### config.mk
export PLATFORM = sky130hd
export DESIGN_NAME = nand_cmd_seq
export DESIGN_NICKNAME = d
export VERILOG_FILES = /design/src/rtl/nfseq_pkg.sv /design/src/rtl/nfseq_sync.sv /design/src/rtl/nfseq_addr_plan.sv /design/src/rtl/nfseq_strobe.sv /design/src/rtl/nand_cmd_seq.sv
export SDC_FILE = /design/constraint.sdc
export NUM_CORES = 1
export LEC_CHECK = 0
export BUFFER_PORTS_ARGS = -buffer_cell sky130_fd_sc_hd__clkbuf_2
export CORE_UTILIZATION = 30
export CTS_CLUSTER_SIZE = 14
export DETAILED_ROUTE_END_ITERATION = 16
export HOLD_SLACK_MARGIN = 0.08
export PLACE_DENSITY = 0.48
export SLEW_MARGIN = 20
export SYNTH_ARGS = -nofsm -noshare
export SYNTH_HDL_FRONTEND = slang
export SYNTH_SLANG_ARGS = --single-unit
export TNS_END_PERCENT = 20
### constraint.sdc
create_clock -name clk -period 5.35 [get_ports clk]
set_input_delay 0.2675 -clock clk [delete_from_list [all_inputs] [get_ports clk]]
set_output_delay 0.2675 -clock clk [all_outputs]
set_load 0.02 [all_outputs]
### src/rtl/nfseq_pkg.sv
package nfseq_pkg;

  typedef enum logic [1:0] {
    OP_PAGE_READ  = 2'd0,
    OP_SPARE_READ = 2'd1,
    OP_RESET      = 2'd2,
    OP_RAND_OUT   = 2'd3
  } nf_op_e;

  localparam logic [7:0] NF_CMD_READ      = 8'h00;
  localparam logic [7:0] NF_CMD_READ_GO   = 8'h30;
  localparam logic [7:0] NF_CMD_RAND      = 8'h05;
  localparam logic [7:0] NF_CMD_RAND_GO   = 8'hE0;
  localparam logic [7:0] NF_CMD_STATUS    = 8'h70;
  localparam logic [7:0] NF_CMD_RESET     = 8'hFF;
  localparam int         NF_STAT_RDY_BIT  = 6;

  localparam int NF_COL_BYTES = 2;
  localparam int NF_ROW_BYTES = 3;
  localparam int NF_MAX_ADDR  = NF_COL_BYTES + NF_ROW_BYTES;
  localparam int NF_AIDX_W    = $clog2(NF_MAX_ADDR + 1);

endpackage

### src/rtl/nfseq_sync.sv
module nfseq_sync #(
  parameter int STAGES = 2
) (
  input  logic clk,
  input  logic rst_n,
  input  logic d_i,
  output logic q_o
);
  logic [STAGES-1:0] sh_q;

  always_ff @(posedge clk or negedge rst_n) begin
    if (!rst_n) sh_q <= '0;
    else        sh_q <= {sh_q[STAGES-2:0], d_i};
  end

  assign q_o = sh_q[STAGES-1];
endmodule

### src/rtl/nfseq_addr_plan.sv
module nfseq_addr_plan
  import nfseq_pkg::*;
#(
  parameter int PAGE_BYTES = 2048
) (
  input  nf_op_e                        op_i,
  input  logic                          col_vld_i,
  input  logic [15:0]                   col_i,
  input  logic                          row_vld_i,
  input  logic [23:0]                   row_i,
  input  logic                          big_i,
  input  logic                          bus16_i,
  output logic [7:0]                    cmd1_o,
  output logic [7:0]                    cmd2_o,
  output logic [NF_AIDX_W-1:0]          n_addr_o,
  output logic [NF_MAX_ADDR-1:0][7:0]   addr_o
);
  localparam logic [15:0] COL_OFF = 16'(PAGE_BYTES);

  logic                  col_p, row_p;
  logic [15:0]           col_sum, col_eff;
  logic [NF_AIDX_W-1:0]  n_col, n_row;
  logic [NF_COL_BYTES-1:0][7:0] cb;
  logic [NF_ROW_BYTES-1:0][7:0] rb;

  always_comb begin
    col_p   = (col_vld_i || op_i == OP_SPARE_READ) && op_i != OP_RESET;
    row_p   = row_vld_i && op_i != OP_RESET;
    col_sum = (op_i == OP_SPARE_READ) ? col_i + COL_OFF : col_i;
    col_eff = bus16_i ? {1'b0, col_sum[15:1]} : col_sum;
    n_col   = col_p ? NF_AIDX_W'(NF_COL_BYTES) : '0;
    n_row   = !row_p ? '0 : (big_i ? NF_AIDX_W'(3) : NF_AIDX_W'(2));
    n_addr_o = n_col + n_row;
    cb[0] = col_eff[7:0];
    cb[1] = col_eff[15:8];
    rb[0] = row_i[7:0];
    rb[1] = row_i[15:8];
    rb[2] = row_i[23:16];
  end

  always_comb begin
    case (op_i)
      OP_RESET:    begin cmd1_o = NF_CMD_RESET; cmd2_o = 8'h00;          end
      OP_RAND_OUT: begin cmd1_o = NF_CMD_RAND;  cmd2_o = NF_CMD_RAND_GO; end
      default:     begin cmd1_o = NF_CMD_READ;  cmd2_o = NF_CMD_READ_GO; end
    endcase
  end

  for (genvar k = 0; k < NF_MAX_ADDR; k++) begin : g_slot
    localparam bit HAS_C   = (k < NF_COL_BYTES);
    localparam int KC      = HAS_C ? k : 0;
    localparam bit HAS_RA  = (k >= NF_COL_BYTES) && (k - NF_COL_BYTES < NF_ROW_BYTES);
    localparam int KRA     = HAS_RA ? k - NF_COL_BYTES : 0;
    localparam bit HAS_R   = (k < NF_ROW_BYTES);
    localparam int KR      = HAS_R ? k : 0;
    assign addr_o[k] = col_p ? (HAS_C ? cb[KC] : (HAS_RA ? rb[KRA] : 8'h00))
                             : (HAS_R ? rb[KR] : 8'h00);
  end
endmodule

### src/rtl/nfseq_strobe.sv
module nfseq_strobe #(
  parameter int WE_LO = 3,
  parameter int WE_HI = 2,
  parameter int RE_LO = 3,
  parameter int RE_HI = 2
) (
  input  logic       clk,
  input  logic       rst_n,
  input  logic       start_wr_i,
  input  logic       start_rd_i,
  input  logic [7:0] dq_i,
  output logic       we_n_o,
  output logic       re_n_o,
  output logic       fin_o,
  output logic [7:0] byte_o
);
  localparam int M1   = (WE_LO > WE_HI) ? WE_LO : WE_HI;
  localparam int M2   = (RE_LO > RE_HI) ? RE_LO : RE_HI;
  localparam int MAXP = (M1 > M2) ? M1 : M2;
  localparam int CW   = $clog2(MAXP + 1);
  localparam logic [CW-1:0] WLO = CW'(WE_LO - 1);
  localparam logic [CW-1:0] WHI = CW'(WE_HI - 1);
  localparam logic [CW-1:0] RLO = CW'(RE_LO - 1);
  localparam logic [CW-1:0] RHI = CW'(RE_HI - 1);

  logic          act_q, act_d, low_q, low_d, rd_q, rd_d;
  logic [CW-1:0] cnt_q, cnt_d;
  logic [7:0]    byte_q;
  logic          cap;

  always_comb begin
    act_d = act_q;
    low_d = low_q;
    rd_d  = rd_q;
    cnt_d = cnt_q;
    if (start_wr_i || start_rd_i) begin
      act_d = 1'b1;
      low_d = 1'b1;
      rd_d  = start_rd_i;
      cnt_d = start_rd_i ? RLO : WLO;
    end else if (act_q) begin
      if (cnt_q == '0) begin
        if (low_q) begin
          low_d = 1'b0;
          cnt_d = rd_q ? RHI : WHI;
        end else begin
          act_d = 1'b0;
        end
      end else begin
        cnt_d = cnt_q - 1'b1;
      end
    end
  end

  assign cap   = act_q && low_q && rd_q && (cnt_q == '0);
  assign fin_o = act_q && !low_q && (cnt_q == '0);

  always_ff @(posedge clk or negedge rst_n) begin
    if (!rst_n) begin
      act_q <= 1'b0;
      low_q <= 1'b0;
      rd_q  <= 1'b0;
      cnt_q <= '0;
    end else begin
      act_q <= act_d;
      low_q <= low_d;
      rd_q  <= rd_d;
      cnt_q <= cnt_d;
    end
  end

  always_ff @(posedge clk or negedge rst_n) begin
    if (!rst_n)   byte_q <= 8'h00;
    else if (cap) byte_q <= dq_i;
  end

  assign we_n_o = !(act_q && low_q && !rd_q);
  assign re_n_o = !(act_q && low_q && rd_q);
  assign byte_o = byte_q;
endmodule

### src/rtl/nand_cmd_seq.sv
module nand_cmd_seq
  import nfseq_pkg::*;
#(
  parameter int PAGE_BYTES = 2048,
  parameter int WE_LO      = 3,
  parameter int WE_HI      = 2,
  parameter int RE_LO      = 3,
  parameter int RE_HI      = 2,
  parameter int TWB_CYCLES = 25,
  parameter int RB_SYNC    = 2
) (
  input  logic        clk,
  input  logic        rst_n,
  input  logic        req_valid,
  input  logic [1:0]  req_op,
  input  logic        req_col_vld,
  input  logic [15:0] req_col,
  input  logic        req_row_vld,
  input  logic [23:0] req_row,
  input  logic        req_big,
  input  logic        req_bus16,
  input  logic        req_rb_ok,
  input  logic        rd_req,
  output logic [7:0]  rd_data,
  output logic        rd_valid,
  output logic        busy,
  output logic        done,
  output logic        nf_ce_n,
  output logic        nf_cle,
  output logic        nf_ale,
  output logic        nf_we_n,
  output logic        nf_re_n,
  output logic [7:0]  nf_dq_o,
  input  logic [7:0]  nf_dq_i,
  input  logic        nf_rb
);
  localparam int TW = $clog2(TWB_CYCLES + 1);
  localparam logic [TW-1:0] TWB_LOAD = TW'(TWB_CYCLES - 1);

  typedef enum logic [3:0] {
    S_IDLE, S_CMD1, S_ADDR, S_CMD2, S_TWB, S_WRB, S_SCMD, S_SRD, S_DATA
  } st_e;

  st_e                  state_q, state_d;
  nf_op_e               op_q;
  logic                 col_vld_q, row_vld_q, big_q, bus16_q, rb_ok_q;
  logic [15:0]          col_q;
  logic [23:0]          row_q;
  logic                 latch;
  logic [NF_AIDX_W-1:0] idx_q, idx_d;
  logic                 sent_q, sent_d;
  logic [TW-1:0]        twb_q, twb_d;
  logic                 done_q, done_d, rdv_q, rdv_d;
  logic                 go_wr, go_rd, fin, rb_s;
  logic [7:0]           cap_byte, cmd1, cmd2, cur_byte;
  logic [NF_AIDX_W-1:0] n_addr;
  logic [NF_MAX_ADDR-1:0][7:0] addr;
  st_e                  after_addr;

  nfseq_addr_plan #(.PAGE_BYTES(PAGE_BYTES)) u_plan (
    .op_i      (op_q),
    .col_vld_i (col_vld_q),
    .col_i     (col_q),
    .row_vld_i (row_vld_q),
    .row_i     (row_q),
    .big_i     (big_q),
    .bus16_i   (bus16_q),
    .cmd1_o    (cmd1),
    .cmd2_o    (cmd2),
    .n_addr_o  (n_addr),
    .addr_o    (addr)
  );

  nfseq_strobe #(.WE_LO(WE_LO), .WE_HI(WE_HI), .RE_LO(RE_LO), .RE_HI(RE_HI)) u_strobe (
    .clk        (clk),
    .rst_n      (rst_n),
    .start_wr_i (go_wr),
    .start_rd_i (go_rd),
    .dq_i       (nf_dq_i),
    .we_n_o     (nf_we_n),
    .re_n_o     (nf_re_n),
    .fin_o      (fin),
    .byte_o     (cap_byte)
  );

  nfseq_sync #(.STAGES(RB_SYNC)) u_rb_sync (
    .clk   (clk),
    .rst_n (rst_n),
    .d_i   (nf_rb),
    .q_o   (rb_s)
  );

  // where the flow goes once the first command and its address bytes are out
  always_comb begin
    if (op_q == OP_RESET) after_addr = rb_ok_q ? S_TWB : S_SCMD;
    else                  after_addr = S_CMD2;
  end

  always_comb begin
    state_d = state_q;
    idx_d   = idx_q;
    sent_d  = sent_q;
    twb_d   = twb_q;
    done_d  = 1'b0;
    rdv_d   = 1'b0;
    go_wr   = 1'b0;
    go_rd   = 1'b0;
    latch   = 1'b0;
    case (state_q)
      S_IDLE: begin
        sent_d = 1'b0;
        if (req_valid) begin
          latch   = 1'b1;
          state_d = S_CMD1;
        end else if (rd_req) begin
          state_d = S_DATA;
        end
      end
      S_CMD1, S_ADDR, S_CMD2, S_SCMD: begin
        if (!sent_q) begin
          go_wr  = 1'b1;
          sent_d = 1'b1;
        end else if (fin) begin
          sent_d = 1'b0;
          case (state_q)
            S_CMD1: begin
              idx_d = '0;
              if (n_addr != '0) state_d = S_ADDR;
              else begin
                state_d = after_addr;
                twb_d   = TWB_LOAD;
              end
            end
            S_ADDR: begin
              if (idx_q == n_addr - 1'b1) begin
                state_d = after_addr;
                twb_d   = TWB_LOAD;
              end else begin
                idx_d = idx_q + 1'b1;
              end
            end
            S_CMD2: begin
              if (op_q == OP_RAND_OUT) begin
                state_d = S_IDLE;
                done_d  = 1'b1;
              end else begin
                state_d = S_TWB;
                twb_d   = TWB_LOAD;
              end
            end
            default: state_d = S_SRD;
          endcase
        end
      end
      S_TWB: begin
        if (twb_q == '0) state_d = S_WRB;
        else             twb_d   = twb_q - 1'b1;
      end
      S_WRB: begin
        if (rb_s) begin
          state_d = S_IDLE;
          done_d  = 1'b1;
        end
      end
      S_SRD: begin
        if (!sent_q) begin
          go_rd  = 1'b1;
          sent_d = 1'b1;
        end else if (fin) begin
          sent_d = 1'b0;
          if (cap_byte[NF_STAT_RDY_BIT]) begin
            state_d = S_IDLE;
            done_d  = 1'b1;
          end
        end
      end
      S_DATA: begin
        if (!sent_q) begin
          go_rd  = 1'b1;
          sent_d = 1'b1;
        end else if (fin) begin
          sent_d  = 1'b0;
          state_d = S_IDLE;
          rdv_d   = 1'b1;
        end
      end
      default: state_d = S_IDLE;
    endcase
  end

  always_ff @(posedge clk or negedge rst_n) begin
    if (!rst_n) begin
      state_q <= S_IDLE;
      idx_q   <= '0;
      sent_q  <= 1'b0;
      twb_q   <= '0;
      done_q  <= 1'b0;
      rdv_q   <= 1'b0;
    end else begin
      state_q <= state_d;
      idx_q   <= idx_d;
      sent_q  <= sent_d;
      twb_q   <= twb_d;
      done_q  <= done_d;
      rdv_q   <= rdv_d;
    end
  end

  always_ff @(posedge clk or negedge rst_n) begin
    if (!rst_n) begin
      op_q      <= OP_PAGE_READ;
      col_vld_q <= 1'b0;
      col_q     <= '0;
      row_vld_q <= 1'b0;
      row_q     <= '0;
      big_q     <= 1'b0;
      bus16_q   <= 1'b0;
      rb_ok_q   <= 1'b0;
    end else if (latch) begin
      op_q      <= nf_op_e'(req_op);
      col_vld_q <= req_col_vld;
      col_q     <= req_col;
      row_vld_q <= req_row_vld;
      row_q     <= req_row;
      big_q     <= req_big;
      bus16_q   <= req_bus16;
      rb_ok_q   <= req_rb_ok;
    end
  end

  always_comb begin
    case (state_q)
      S_CMD1:  cur_byte = cmd1;
      S_ADDR:  cur_byte = addr[idx_q];
      S_CMD2:  cur_byte = cmd2;
      S_SCMD:  cur_byte = NF_CMD_STATUS;
      default: cur_byte = 8'h00;
    endcase
  end

  assign nf_cle   = (state_q == S_CMD1) || (state_q == S_CMD2) || (state_q == S_SCMD);
  assign nf_ale   = (state_q == S_ADDR);
  assign nf_dq_o  = cur_byte;
  assign busy     = (state_q != S_IDLE) && (state_q != S_DATA);
  assign nf_ce_n  = (state_q == S_IDLE);
  assign done     = done_q;
  assign rd_valid = rdv_q;
  assign rd_data  = cap_byte;
endmodule

==> results.json <==
{
  "placed_area_mm2": 0.004910,
  "nets": 531,
  "synth_edf_count": 0,
  "ant_nets": 0,
  "crit_path_max_fanout": 12,
  "synth_nets": 453,
  "cts_buffer_depth": 2,
  "io_buffers": 83,
  "clk_pin_slew_ns": 0.06,
  "num_vias": 3332,
  "fillCellCount": 1409,
  "cp-end-kind": "flip-flop",
  "synth-seq-cells": 77,
  "grt_max_degree": 78,
  "stdcell_area_mm2": 0.005259,
  "fin_ws_ns": 1.623,
  "fp.dieW_um": 122.5,
  "drive_above_1_share": 0.3518,
  "drv_slew": 0,
  "postSynthCellCount": 386,
  "fin_crit_sh": 0.6966,
  "yosysWarnings": 0,
  "pwr_density_cell_mw_per_mm2": 649.7,
  "ys_seq_area_frac": 0.4421,
  "viasPerCell": 5.134,
  "synth_commonest_cells": "77 x dfrtp_1, 32 x mux2_2, 26 x mux2_1",
  "criticalPathCategory": "flip-flop to flip-flop",
  "avgSynthCellArea_um2": 11.29,
  "fmax_ghz": 0.2683,
  "wire_per_inst_um": 16.99,
  "cts_made_buffers": 9,
  "setup_viol": 0,
  "preCtsSetupSlack_ns": 1.600,
  "path_common_cell": "ha_1",
  "peakVddDrop_uv": 213.9,
  "outcome": "finished, final reports clean",
  "hold_path_class": "primary input to flip-flop",
  "die_area_mm2": 0.01501,
  "totalPowerFinal_w": 0.003417,
  "slew_headroom": 0.4038,
  "crit_arrival_ns": 3.96,
  "grt_pass1_wl_um": 18170,
  "drc": 0,
  "clkSinkCount": 77,
  "track_usage": 0.1608,
  "async_flop_share": 1.000,
  "syn_area_mm2": 0.004358,
  "yosysTopAreaCell": "dfrtp_1",
  "yosysUniqueCellTypes": 61,
  "finalCriticalPeriod_ns": 3.727,
  "place_congestion": 0.8302,
  "crit_path_cell_trace": "nand2b_1, a21oi_1, inv_2, ha_1, inv_1, ha_1, ha_1, xor2_1, nand4_4, a2111oi_4, o21ai_2, o2bb2ai_1",
  "slowest_delay_ns": 0.74,
  "cts_tree": "yes",
  "rows": 43,
  "yosys.cell_count.top_type": "dfrtp_1",
  "fin_skew_ns": 0.005143,
  "p_leak_nw": 2.369,
  "grt_overflow": 0,
  "cts_root_buffer": "clkbuf_16",
  "die_h_um": 122.5,
  "max_cap_violations": 0,
  "grt_pass1_vias": 3383,
  "cts_resized": 0,
  "finalSetupTns_ns": 0,
  "dpl.hpwl_um": 7976,
  "worstMarginPinSlew_ns": 0.8943,
  "first_pass_iters": 4,
  "synth.top_cell.area_share": 0.4421,
  "synth_flop_cell": "dfrtp_1",
  "io_pins": 84,
  "initial_core_util": 0.3103,
  "hold_viol": 0,
  "cts_max_level": 3,
  "holdWs_ns": 0.1336,
  "worstSetupStartpointType": "flip-flop",
  "drt-initial-drc-count": 259,
  "syn_to_final_growth_pct": 20.67,
  "core_area_mm2": 0.01404,
  "rsz0062_at_grt": "no",
  "antenna_found_initial": 0,
  "wl_um": 11030,
  "required_ns": 5.58,
  "clock_latency_ns": 0.34,
  "synthTopCellsByArea": "dfrtp_1 44%, mux2_2 8.3%, mux2_1 6.7%",
  "cpMaxStageDelayCell": "a21oi_1",
  "antenna_cells": 0
}
-- metrics by stage --
| stage | util | std cells |
|---|---|---|
| 2_1_floorplan | - | 386 |
| 3_3_place_gp | 0.3496 | 631 |
| 3_5_place_dp | 0.3496 | 631 |
| 4_1_cts | 0.3735 | 648 |
| 5_1_grt | 0.3745 | 649 |
| 6_report | 0.3745 | 649 |
-- flip-flops by register name, summed over array words and instances (netlist names), 2 cells and up --
register         flops
u_strobe.byte_o      8
twb_q                5
col_q               16
state_q              4
row_q               24
u_rb_sync.sh_q       2
u_strobe.cnt_q       2
op_q                 2
idx_q                3
-- what timing repair did --
action	CTS	global route
hold endpoints to repair	1	77
hold buffers	1	1
buffers inserted	0	0
-- path summary, 6_finish.rpt --
path	startpoint	end	slack [ns]	depth (start not counted)
worst min register to register	u_rb_sync.sh_q[0]	u_rb_sync.sh_q[1]	0.35	0
worst min-delay path	req_col_vld	col_vld_q	0.13	2
worst max-delay path	op_q[1]	twb_q[2]	1.62	12
min in group asynchronous	rst_n	twb_q[4]	0.51	2
worst max register to register	op_q[1]	twb_q[2]	1.62	12
max in group asynchronous	rst_n	bus16_q	4.32	2
-- worst max-delay path: cells and delay by family, from the launching register on --
family / cells / cell delay, ns
simple gates: 2 / 0.35
buf+inv: 2 / 0.17
xor+xnor: 1 / 0.23
compound gates: 4 / 1.51
flops: 1 / 0.57
fa+ha+maj: 3 / 0.79
-- layer usage --
metal  global-route usage  vias up  share of wire
met5                    0        -              0
met4              0.03811        0          0.011
met3              0.05204       13          0.057
met2               0.2535       86           0.46
met1               0.2126     1643           0.47
li1                     -     1590              -
-- power breakdown --
part           total (W)  internal (W)  switching, W
clock           0.000666      0.000420      0.000246
combinational    0.00163      0.000742      0.000888
sequential       0.00112      0.000841      0.000280
-- cells in the final DEF, fill, tap and decap left out, types with 5 or more instances in the layout --
| cell type | count |
|---|---|
| o21ai_0 | 14 |
| a21oi_1 | 21 |
| mux2_2 | 32 |
| o22ai_1 | 5 |
| nor3_1 | 6 |
| inv_1 | 6 |
| mux2_1 | 26 |
| mux4_2 | 5 |
| mux2i_1 | 14 |
| xor2_1 | 5 |
| o211ai_1 | 7 |
| ha_1 | 7 |
| clkbuf_2 | 82 |
| nand2_1 | 18 |
| nand2b_1 | 5 |
| inv_2 | 6 |
| clkbuf_16 | 9 |
| nand3_1 | 12 |
| dfrtp_1 | 77 |
| nand4_1 | 8 |
| xnor2_1 | 6 |
| nor2_1 | 18 |
| nor2b_1 | 5 |
-- cell families (layout without fill, tap and decap cells) --
family,count (synthesis),count (layout),synth area share
simple gates,94,94,0.1220
xor+xnor,11,11,0.02211
mux,80,80,0.2182
compound gates,85,85,0.1401
fa+ha+maj,7,7,0.02010
flops,77,77,0.4421
buf+inv,32,115,0.03531
-- layout make-up --
| class | count | area, µm² | area share |
|---|---|---|---|
| multi-input combinational | 277 | 2280 | 0.4335 |
| sequential | 77 | 1927 | 0.3664 |
| timing repair buffer | 87 | 456.7 | 0.08684 |
| clock buffer | 10 | 239.0 | 0.04544 |
| tap | 180 | 225.2 | 0.04283 |
| clock inverter | 6 | 86.33 | 0.01642 |
| inverter | 12 | 45.04 | 0.008565 |
Power figures use the tool's default switching activity.
